[src/rtl/rank_pwr_pkg.sv]
// Shared command codes and controller states for the rank power sequencer.
// Assumes a 3-bit command bus where 0 means no command.
package rank_pwr_pkg;

    typedef enum logic [2:0] {
        CMD_NONE     = 3'd0,
        CMD_PALL     = 3'd1,
        CMD_AREF     = 3'd2,
        CMD_PD_ACT   = 3'd3,
        CMD_PD_PRE   = 3'd4,
        CMD_PD_EXIT  = 3'd5,
        CMD_SR_ENTER = 3'd6,
        CMD_SR_EXIT  = 3'd7
    } rank_cmd_e;

    typedef enum logic [2:0] {
        ST_ACTIVE,
        ST_ACT_PD,
        ST_PRE_PD,
        ST_SELF_REF,
        ST_WAIT_RP,
        ST_WAIT_XP,
        ST_REFRESH
    } rank_st_e;

endpackage

[src/rtl/rank_queue_idle.sv]
// Decides whether the rank has no queued work, looking only at the queue
// that matches the next bus direction. Assumes counts are already per rank.
module rank_queue_idle #(
    parameter int QW = 6
) (
    input  logic [QW-1:0] rd_cnt,
    input  logic [QW-1:0] wr_cnt,
    input  logic          dir_wr,
    output logic          q_idle
);

    // Select the queue by direction and test it for zero.
    always_comb begin
        q_idle = dir_wr ? (wr_cnt == '0) : (rd_cnt == '0);
    end

endmodule

[src/rtl/rank_cycle_timer.sv]
// Loadable down-counter that stops at zero; done is high while it rests at
// zero. Loading N-1 gives the next action exactly N cycles after the load.
module rank_cycle_timer #(
    parameter int          W       = 16,
    parameter logic [W-1:0] RST_VAL = '0
) (
    input  logic         clk,
    input  logic         rst_n,
    input  logic         load,
    input  logic [W-1:0] load_val,
    output logic         done
);

    logic [W-1:0] cnt;

    // Count down towards zero, reload on request.
    always_ff @(posedge clk) begin
        if (!rst_n)            cnt <= RST_VAL;
        else if (load)         cnt <= load_val;
        else if (cnt != '0)    cnt <= cnt - 1'b1;
    end

    assign done = (cnt == '0);

    // Timer rests at zero until reloaded (timing base for R5 and R9).
    assert_timer_rest_R9: assert property (@(posedge clk) disable iff (!rst_n)
        (done && !load) |=> done);

endmodule

[src/rtl/rank_pwr_seq.sv]
// Per-rank power and refresh sequencer. Moves the rank between active,
// active power-down, precharge power-down and self-refresh, and runs refresh
// from any of them. Assumes the scheduler counts the refresh itself in
// `outstanding` and clears `open_banks` after a precharge-all.
module rank_pwr_seq
    import rank_pwr_pkg::*;
#(
    parameter int QW     = 6,
    parameter int OW     = 4,
    parameter int BW     = 4,
    parameter int TW     = 16,
    parameter int T_REFI = 200,
    parameter int T_RP   = 4,
    parameter int T_RFC  = 20,
    parameter int T_XP   = 3,
    parameter int T_XS   = 24,
    parameter int T_CKE  = 3
) (
    input  logic          clk,
    input  logic          rst_n,
    input  logic [QW-1:0] rd_cnt,
    input  logic [QW-1:0] wr_cnt,
    input  logic          dir_wr,
    input  logic [OW-1:0] outstanding,
    input  logic [BW-1:0] open_banks,
    input  logic          drain_hold,
    output logic          cmd_valid,
    output logic [2:0]    cmd_type,
    output logic          busy,
    output logic          err_sticky
);

    localparam logic [TW-1:0] LD_RP   = TW'(T_RP - 1);
    localparam logic [TW-1:0] LD_RFC  = TW'(T_RFC - 1);
    localparam logic [TW-1:0] LD_XP   = TW'(T_XP - 1);
    localparam logic [TW-1:0] LD_XS   = TW'(T_XS - 1);
    localparam logic [TW-1:0] LD_CKE  = TW'(T_CKE - 1);
    localparam logic [TW-1:0] LD_REFI = TW'(T_REFI - 1);
    localparam logic [TW-1:0] LD_NEXT = TW'(T_REFI - T_RP - 1);
    localparam int            SMAX    = (T_CKE > T_RP) ? T_CKE : T_RP;
    localparam int            SW      = $clog2(SMAX + 2);

    rank_st_e      st, st_nxt;
    rank_cmd_e     cmd_nxt;
    logic          q_idle, wait_done, ref_due;
    logic          w_load, r_load, err_set;
    logic [TW-1:0] w_val, r_val;
    logic          xp_for_ref, xp_for_ref_nxt;

    rank_queue_idle #(.QW(QW)) u_qidle (
        .rd_cnt (rd_cnt),
        .wr_cnt (wr_cnt),
        .dir_wr (dir_wr),
        .q_idle (q_idle)
    );

    rank_cycle_timer #(.W(TW), .RST_VAL('0)) u_wait (
        .clk      (clk),
        .rst_n    (rst_n),
        .load     (w_load),
        .load_val (w_val),
        .done     (wait_done)
    );

    rank_cycle_timer #(.W(TW), .RST_VAL(LD_REFI)) u_refi (
        .clk      (clk),
        .rst_n    (rst_n),
        .load     (r_load),
        .load_val (r_val),
        .done     (ref_due)
    );

    // Next-state, command and timer-load decisions.
    always_comb begin
        st_nxt         = st;
        cmd_nxt        = CMD_NONE;
        w_load         = 1'b0;
        w_val          = '0;
        r_load         = 1'b0;
        r_val          = '0;
        err_set        = 1'b0;
        xp_for_ref_nxt = xp_for_ref;
        unique case (st)
            ST_ACTIVE: begin
                if (ref_due) begin
                    if (open_banks != '0) begin
                        cmd_nxt = CMD_PALL;  st_nxt = ST_WAIT_RP; w_load = 1'b1; w_val = LD_RP;
                    end else begin
                        cmd_nxt = CMD_AREF;  st_nxt = ST_REFRESH; w_load = 1'b1; w_val = LD_RFC;
                    end
                end else if (q_idle && outstanding == '0) begin
                    w_load = 1'b1; w_val = LD_CKE;
                    if (open_banks != '0) begin
                        cmd_nxt = CMD_PD_ACT; st_nxt = ST_ACT_PD;
                    end else begin
                        cmd_nxt = CMD_PD_PRE; st_nxt = ST_PRE_PD;
                    end
                end
            end
            ST_ACT_PD: begin
                if (wait_done && (ref_due || !q_idle)) begin
                    cmd_nxt = CMD_PD_EXIT; st_nxt = ST_WAIT_XP; w_load = 1'b1; w_val = LD_XP;
                    xp_for_ref_nxt = 1'b0;
                end
            end
            ST_PRE_PD: begin
                if (wait_done && (ref_due || !q_idle)) begin
                    cmd_nxt = CMD_PD_EXIT; st_nxt = ST_WAIT_XP; w_load = 1'b1; w_val = LD_XP;
                    xp_for_ref_nxt = ref_due;
                end
            end
            ST_SELF_REF: begin
                if (wait_done && (!q_idle || drain_hold)) begin
                    cmd_nxt = CMD_SR_EXIT; st_nxt = ST_ACTIVE; r_load = 1'b1; r_val = LD_XS;
                end
            end
            ST_WAIT_RP: begin
                if (wait_done) begin
                    cmd_nxt = CMD_AREF; st_nxt = ST_REFRESH; w_load = 1'b1; w_val = LD_RFC;
                end
            end
            ST_WAIT_XP: begin
                if (wait_done) begin
                    if (!xp_for_ref) begin
                        st_nxt = ST_ACTIVE;
                    end else if (q_idle && !drain_hold) begin
                        cmd_nxt = CMD_SR_ENTER; st_nxt = ST_SELF_REF; w_load = 1'b1; w_val = LD_CKE;
                    end else begin
                        cmd_nxt = CMD_AREF; st_nxt = ST_REFRESH; w_load = 1'b1; w_val = LD_RFC;
                    end
                end
            end
            ST_REFRESH: begin
                if (wait_done) begin
                    r_load  = 1'b1;
                    r_val   = LD_NEXT;
                    err_set = (outstanding != OW'(1));
                    if (q_idle) begin
                        cmd_nxt = CMD_PD_PRE; st_nxt = ST_PRE_PD; w_load = 1'b1; w_val = LD_CKE;
                    end else begin
                        st_nxt = ST_ACTIVE;
                    end
                end
            end
            default: st_nxt = ST_ACTIVE;
        endcase
    end

    // State, registered command outputs and the sticky error.
    always_ff @(posedge clk) begin
        if (!rst_n) begin
            st         <= ST_ACTIVE;
            cmd_valid  <= 1'b0;
            cmd_type   <= CMD_NONE;
            xp_for_ref <= 1'b0;
            err_sticky <= 1'b0;
        end else begin
            st         <= st_nxt;
            cmd_valid  <= (cmd_nxt != CMD_NONE);
            cmd_type   <= cmd_nxt;
            xp_for_ref <= xp_for_ref_nxt;
            err_sticky <= err_sticky | err_set;
        end
    end

    assign busy = (st != ST_ACTIVE);

    // Checker support: cycles since the last low-power entry and precharge-all.
    logic [SW-1:0] since_pd, since_pall;
    always_ff @(posedge clk) begin
        if (!rst_n) begin
            since_pd   <= SW'(SMAX);
            since_pall <= SW'(SMAX);
        end else begin
            if (cmd_valid && (cmd_type == CMD_PD_ACT || cmd_type == CMD_PD_PRE ||
                              cmd_type == CMD_SR_ENTER))
                since_pd <= SW'(1);
            else if (int'(since_pd) < SMAX)
                since_pd <= since_pd + 1'b1;
            if (cmd_valid && cmd_type == CMD_PALL)
                since_pall <= SW'(1);
            else if (int'(since_pall) < SMAX)
                since_pall <= since_pall + 1'b1;
        end
    end

    assert_min_residency_R5: assert property (@(posedge clk) disable iff (!rst_n)
        (cmd_valid && (cmd_type == CMD_PD_EXIT || cmd_type == CMD_SR_EXIT))
        |-> int'(since_pd) >= T_CKE);

    assert_pall_to_ref_R7: assert property (@(posedge clk) disable iff (!rst_n)
        (cmd_valid && cmd_type == CMD_AREF) |-> int'(since_pall) >= T_RP);

    assert_bypass_idle_R8: assert property (@(posedge clk) disable iff (!rst_n)
        (cmd_valid && cmd_type == CMD_SR_ENTER) |-> ($past(q_idle) && !$past(drain_hold)));

    assert_act_pd_gate_R4: assert property (@(posedge clk) disable iff (!rst_n)
        (cmd_valid && cmd_type == CMD_PD_ACT)
        |-> ($past(q_idle) && $past(outstanding) == '0 && $past(open_banks) != '0));

    assert_err_holds_R12: assert property (@(posedge clk) disable iff (!rst_n)
        err_sticky |=> err_sticky);

    assert_busy_on_lowpower_R2: assert property (@(posedge clk) disable iff (!rst_n)
        (cmd_valid && (cmd_type == CMD_PD_ACT || cmd_type == CMD_SR_ENTER)) |-> busy);

endmodule

[config.mk]
export PLATFORM = sky130hd
export DESIGN_NAME = rank_pwr_seq
export DESIGN_NICKNAME = d
export VERILOG_FILES = /design/src/rtl/rank_pwr_pkg.sv /design/src/rtl/rank_queue_idle.sv /design/src/rtl/rank_cycle_timer.sv /design/src/rtl/rank_pwr_seq.sv
export SDC_FILE = /design/constraint.sdc
export NUM_CORES = 1
export LEC_CHECK = 0
export ABC_AREA = 0
export CORE_UTILIZATION = 40
export DETAILED_ROUTE_END_ITERATION = 10
export GPL_TIMING_DRIVEN = 1
export SYNTH_ARGS = -nofsm -noshare
export SYNTH_HDL_FRONTEND = slang
export SYNTH_SLANG_ARGS = --single-unit
[constraint.sdc]
create_clock -name clk -period 2.52 [get_ports clk]
set_input_delay 0.504 -clock clk [delete_from_list [all_inputs] [get_ports clk]]
set_output_delay 0.504 -clock clk [all_outputs]
set_load 0.1 [all_outputs]
==> results of run 1 <==
## timing repair
action	4_1_cts	5_1_grt
resized for setup	0	16
buffers inserted	0	2
endpoints found under the hold margin	0	0
endpoints found under the setup margin	0	28
## metal layers
layer / routed length [um] / part of all wire / GRT usage
met5: 0 / 0 / 0
met4: 105 / 0.019 / 0.07963
met1: 2690 / 0.49 / 0.2647
met2: 2535 / 0.46 / 0.3106
met3: 192 / 0.035 / 0.03488
## power by group through the flow
stage / Clock, mW / Combinational, mW / Sequential (mW)
global route: 0.480 / 1.65 / 0.864
finish: 0.432 / 1.51 / 0.850
floorplan: 0 / 0.931 / 0.897
CTS: 0.451 / 1.42 / 0.847
detailed placement: 0 / 1.41 / 0.862
global placement: 0 / 1.41 / 0.861
## synth_stat cells (3+ instances only)
cell type | count | share of area
a21o_1 | 3 | 0.0097
nor2_1 | 45 | 0.073
o21ai_0 | 7 | 0.015
xnor2_1 | 16 | 0.061
a21oi_1 | 20 | 0.043
nand3_1 | 6 | 0.013
ha_1 | 3 | 0.016
mux2i_1 | 4 | 0.017
nor4_1 | 6 | 0.016
xor2_1 | 8 | 0.030
nand2b_1 | 7 | 0.019
nor3_1 | 16 | 0.035
clkbuf_1 | 7 | 0.011
o211ai_1 | 3 | 0.0097
nand2_1 | 21 | 0.034
dfxtp_1 | 41 | 0.35
inv_1 | 9 | 0.015
nand4_1 | 3 | 0.0081
nor2b_1 | 3 | 0.0081
nor4b_1 | 3 | 0.011
o31ai_1 | 3 | 0.0097
or4_1 | 3 | 0.0097
## area by class of cell
cell class | instances | area [um^2] | share of cell area
clock buffer | 7 | 86.33 | 0.02777
sequential | 41 | 822.0 | 0.2644
multi-input combinational | 222 | 1465 | 0.4712
inverter | 9 | 37.54 | 0.01207
tap | 72 | 90.09 | 0.02897
timing repair buffer | 70 | 608.1 | 0.1956
## state kept, by name, indices dropped and copies added (netlist names)
| name | flops |
|---|---|
| u_wait.cnt | 16 |
| err_sticky | 1 |
| xp_for_ref | 1 |
| st | 3 |
| u_refi.cnt | 16 |
| cmd_valid | 1 |
| cmd_type | 3 |
## through the flow
stage	instance area, um^2	hold WS (ns)	total power, mW	worst slack (ns)	utilization
floorplan	2333	0.4498	1.827	0.002936	-
global placement	2947	0.4540	2.272	-0.2843	0.5318
detailed placement	2947	0.4596	2.273	-0.3110	0.5318
CTS	3033	0.4780	2.715	0.001316	0.5474
global route	3109	0.4841	2.992	-0.02484	0.5612
finish	3109	0.4721	2.796	0.08334	0.5612
## logic make-up after synthesis
logic type	Yosys count	synth area share
buf+inv	20	0.04383
xor+xnor	24	0.09091
fa+ha+maj	3	0.01624
compound gates	55	0.1569
mux	4	0.01732
simple gates	136	0.3198
flops	41	0.3550
## worst max path at each step
stage                                end  slack [ns]  cells after the start
final                      u_wait.cnt[5]        0.08                      8
after global routing       u_wait.cnt[5]       -0.02                     11
after CTS                  u_wait.cnt[5]       0.001                      8
after detailed placement   u_wait.cnt[5]       -0.31                      8
after global placement     u_wait.cnt[5]       -0.28                      8
after floorplan           u_wait.cnt[11]       0.003                     10
==> impl_metrics.env, run 1 <==
export IMPL_vias=2213
export IMPL_placed_cells=412
export IMPL_rsz0062_at_grt="yes"
export IMPL_max_slew_margin_rel=0.7244
export IMPL_hold_viol=0
export IMPL_arrival_ns=2.60
export IMPL_cts_tree="done"
export IMPL_cp_start_kind="primary input"
export IMPL_clock_power_share=0.154
export IMPL_io_pins=30
export IMPL_drt_vias_per_instance=5.257
export IMPL_numCtsBuffers=5
export IMPL_hold_depth=1
export IMPL_synth_seq_area_share=0.3550
export IMPL_async_reset_ff_frac=0
export IMPL_antenna_found_initial=0
export IMPL_worst_path_buf_inv=2
export IMPL_track_usage=0.1965
export IMPL_grt_ovfl_total=0
export IMPL_grt_pass1_vias=2048
export IMPL_dpl_hpwl_um=4194
export IMPL_core_mm2=0.005540
export IMPL_cap_violations=0
export IMPL_hold_buffers=0
export IMPL_routed_wl_um=5524
export IMPL_clock_skew_ns=0.006377
export IMPL_seqPwrFrac=0.304
export IMPL_comb_power_share=0.541
export IMPL_cts_path_max_buffers=2
export IMPL_p_leak_nw=1.185
export IMPL_status="finished, final reports clean"
export IMPL_hold_end="err_sticky"
export IMPL_path_delay_family="simple AND/OR/NAND/NOR gates"
export IMPL_synth_main_ff_cell="dfxtp_1"
export IMPL_fin_crit_sh=0.9669
export IMPL_io_buffers=29
export IMPL_fmax_ghz=0.4104
export IMPL_root_buffer="clkbuf_8"
export IMPL_worst_pin_slew_ns=0.4091
export IMPL_power_density_mw_per_mm2=899.1
export IMPL_slowest_stage="or4_4"
export IMPL_cts_max_level=2
export IMPL_cp_required_ns=2.69
export IMPL_synthCells=283
export IMPL_syn_avg_cell_area_um2=8.170
export IMPL_slew_viol_final=0
export IMPL_power_internal_mw=1.678
export IMPL_clkLatencyLatePin_ns=0.29
export IMPL_yosysUniqueCellTypes=58
export IMPL_crit_fanout=13
export IMPL_initial_utilization=0.4173
export IMPL_swShare=0.3997
export IMPL_r2r_end="u_wait.cnt[4]"
export IMPL_grt_max_degree=18
export IMPL_final_common_cell="buf_4"
export IMPL_num_antenna_cells=0
export IMPL_drive_gt1_frac=0.2378
export IMPL_synth_enable_flop_cells=0
export IMPL_cts_sinks=41
export IMPL_p_sw_mw=1.117
export IMPL_setup_viol=0
export IMPL_dieArea_mm2=0.006089
export IMPL_nFillCells=545
export IMPL_ys_warn_count=0
export IMPL_fin_crit_ns=2.437
export IMPL_grt_pass1_wl_um=9397
export IMPL_worstPathCellList="clkdlybuf4s50_1, or4_4, or4_1, a21boi_2, or3_4, or2_4, buf_12, a21oi_1"
export IMPL_syn_area_mm2=0.002312
export IMPL_path_clk_slew_ns=0.07
export IMPL_die_w_um=78.03
export IMPL_ant_nets=0
export IMPL_stdcell_count=421
export IMPL_critPathLaunch="open_banks[1]"
export IMPL_gp_congestion=0.9213
export IMPL_routedWlPerCell_um=13.12
export IMPL_layout_common_cells="buf_4 (45), nor2_1 (44), dfxtp_1 (40), clkdlybuf4s50_1 (23)"
export IMPL_final_setup_tns_ns=0
export IMPL_irDropWorstVdd_v=0.0004948
export IMPL_std_cell_rows=27
export IMPL_r2r_start="u_wait.cnt[1]"
export IMPL_syn_to_final_growth_pct=34.47
export IMPL_ys_ff_latch=41
export IMPL_r2r_cells=9
export IMPL_route_detailed_drc=0
export IMPL_layout_nets=376
export IMPL_syn_nets=310
export IMPL_reg2reg_slack_ns=0.10
export IMPL_hold_class="reg -> reg"
export IMPL_drtPass1Iterations=4
export IMPL_path_class="in -> reg"
export IMPL_drtIter0Drc=83
export IMPL_min_from="err_sticky"
export IMPL_critical_path_max_stage_delay_ns=0.56
export IMPL_die_h_um=78.03
export IMPL_end_kind="flop"
Note: power is estimated with default switching activity, not from simulation.
==> run 2, diff against run 1 <==
REMOVE_ABC_BUFFERS = 1   (was not set)
SLEW_MARGIN = 20   (was not set)
==> run 2 against run 1 <==
Net effect: worst hold slack better by 0.0034 ns; non-clock buffer count is 1 higher; first-iteration DRC count increased by 130%; worst setup slack gained 0.018 ns; sequential share of layout area up 0.18 points; combinational power about the same; register-to-register slack is essentially flat; count of clock-buffer cells in the layout shrank 1; cell count grew 0.48%; largest cell class unchanged; highest routed layer unchanged; routed wire length rose by 5.5%; flip-flop and latch count unchanged.
==> impl_metrics.env, run 2 (synthesis results as in run 1) <==
export IMPL_final_area_mm2=0.003088
export IMPL_routedWlPerCell_um=13.78
export IMPL_grt_pass1_wl_um=9825
export IMPL_path_delay_family="simple AND/OR/NAND/NOR gates"
export IMPL_clock_skew_ns=0.008061
export IMPL_numCtsBuffers=5
export IMPL_stdcell_count=423
export IMPL_cap_violations=0
export IMPL_die_w_um=78.03
export IMPL_cts_path_max_buffers=2
export IMPL_drtPass1Iterations=4
export IMPL_num_antenna_cells=0
export IMPL_fin_crit_sh=0.9597
export IMPL_root_buffer="clkbuf_8"
export IMPL_io_buffers=29
export IMPL_fmax_ghz=0.4135
export IMPL_placed_cells=415
export IMPL_drtIter0Drc=194
export IMPL_worst_path_buf_inv=2
export IMPL_syn_to_final_growth_pct=33.55
export IMPL_die_h_um=78.03
export IMPL_max_slew_margin_rel=0.7692
export IMPL_cts_tree="done"
export IMPL_path_clk_slew_ns=0.09
export IMPL_dieArea_mm2=0.006089
export IMPL_initial_utilization=0.4173
export IMPL_cp_start_kind="primary input"
export IMPL_routed_wl_um=5827
export IMPL_placed_cell_area_mm2=0.002938
export IMPL_clkLatencyLatePin_ns=0.30
export IMPL_vias=2237
export IMPL_hold_class="reg -> reg"
export IMPL_route_detailed_drc=0
export IMPL_ant_nets=0
export IMPL_cp_required_ns=2.71
export IMPL_irDropWorstVdd_v=0.0006002
export IMPL_layout_nets=377
export IMPL_io_pins=30
export IMPL_cts_setup_buffers=0
export IMPL_layout_common_cells="buf_4 (46), nor2_1 (44), dfxtp_1 (40), clkdlybuf4s50_1 (23)"
export IMPL_utilization=0.5574
export IMPL_grt_max_degree=18
export IMPL_drt_vias_per_instance=5.288
export IMPL_final_setup_tns_ns=0
export IMPL_grt_pass1_vias=2141
export IMPL_cts_sinks=41
export IMPL_worstPathCellList="clkdlybuf4s50_1, or4_4, or4_1, a21boi_2, or3_4, or2_4, buf_4, a21oi_1"
export IMPL_gp_congestion=0.9106
export IMPL_power_density_mw_per_mm2=904.3
export IMPL_status="finished, final reports clean"
export IMPL_std_cell_rows=27
export IMPL_worst_pin_slew_ns=0.3433
export IMPL_dpl_hpwl_um=4531
export IMPL_critical_path_max_stage_delay_ns=0.56
export IMPL_path_class="in -> reg"
export IMPL_p_leak_nw=1.184
export IMPL_hold_viol=0
export IMPL_drive_gt1_frac=0.2336
export IMPL_final_common_cell="buf_4"
export IMPL_crit_fanout=6
export IMPL_antenna_found_initial=0
export IMPL_end_kind="flop"
export IMPL_core_mm2=0.005540
export IMPL_grt_ovfl_total=0
export IMPL_biggestRegsByFlops="u_refi.cnt: 16 flops, u_wait.cnt: 16 flops"
export IMPL_slew_viol_final=0
export IMPL_hold_buffers=0
export IMPL_cts_max_level=2
export IMPL_slowest_stage="or4_4"
export IMPL_track_usage=0.2058
export IMPL_arrival_ns=2.61
export IMPL_setup_viol=0
export IMPL_fin_crit_ns=2.418
-- run 2: where the power goes --
part | switching (mW) | total [mW] | internal [mW]
logic | 0.820 | 1.51 | 0.688
clock network | 0.249 | 0.444 | 0.195
registers | 0.0802 | 0.840 | 0.760
-- run 2: worst paths after layout --
check | startpoint | to | slack, ns | cells past startpoint
max reg2reg | u_wait.cnt[0] | u_wait.cnt[5] | 0.10 | 11
min reg2reg | u_wait.cnt[5] | u_wait.cnt[5] | 0.48 | 2
min | u_wait.cnt[5] | u_wait.cnt[5] | 0.48 | 2
max | open_banks[1] | u_wait.cnt[5] | 0.10 | 8
-- run 2: final cells by class --
cell class / count / area [um^2]
Inverter: 9 / 33.78
Clock buffer: 6 / 72.57
Multi-Input combinational cell: 222 / 1448
Timing Repair Buffer: 71 / 606.8
Clock inverter: 2 / 15.01
Tap cell: 72 / 90.09
Fill cell: 550 / 2452
Sequential cell: 41 / 822.0
-- run 2: stage by stage --
stage	total power, mW	hold slack, ns	setup slack, ns
floorplan	1.760	0.4538	-0.2439
global placement	2.285	0.4573	-0.2922
detailed placement	2.292	0.4634	-0.3449
CTS	2.738	0.4756	0.01584
global route	2.969	0.5146	-0.01608
finish	2.792	0.4755	0.1016
-- run 2: worst register-to-register path, cell delays in order (launching register included) --
cell and delay (ns):
dfxtp_2 0.33, inv_1 0.07, ha_2 0.17, or4b_4 0.49, nor4b_4 0.22, buf_4 0.18
nand3_2 0.13, a221oi_4 0.24, or3_4 0.18, or2_4 0.12, buf_4 0.14, a21oi_1 0.04
-- run 2: per-layer routing --
layer	track usage	vias up	share of wire
li1	-	1151	-
met1	0.2625	1039	0.48
met2	0.3522	41	0.48
met3	0.04884	6	0.036
met4	0.04444	0	0.0088
met5	0	-	0
-- run 2: repair_timing --
| action | in CTS | in global routing |
|---|---|---|
| resized for setup | 1 | 15 |
| endpoints found under the setup margin | 13 | 30 |
| pin swaps | 0 | 6 |
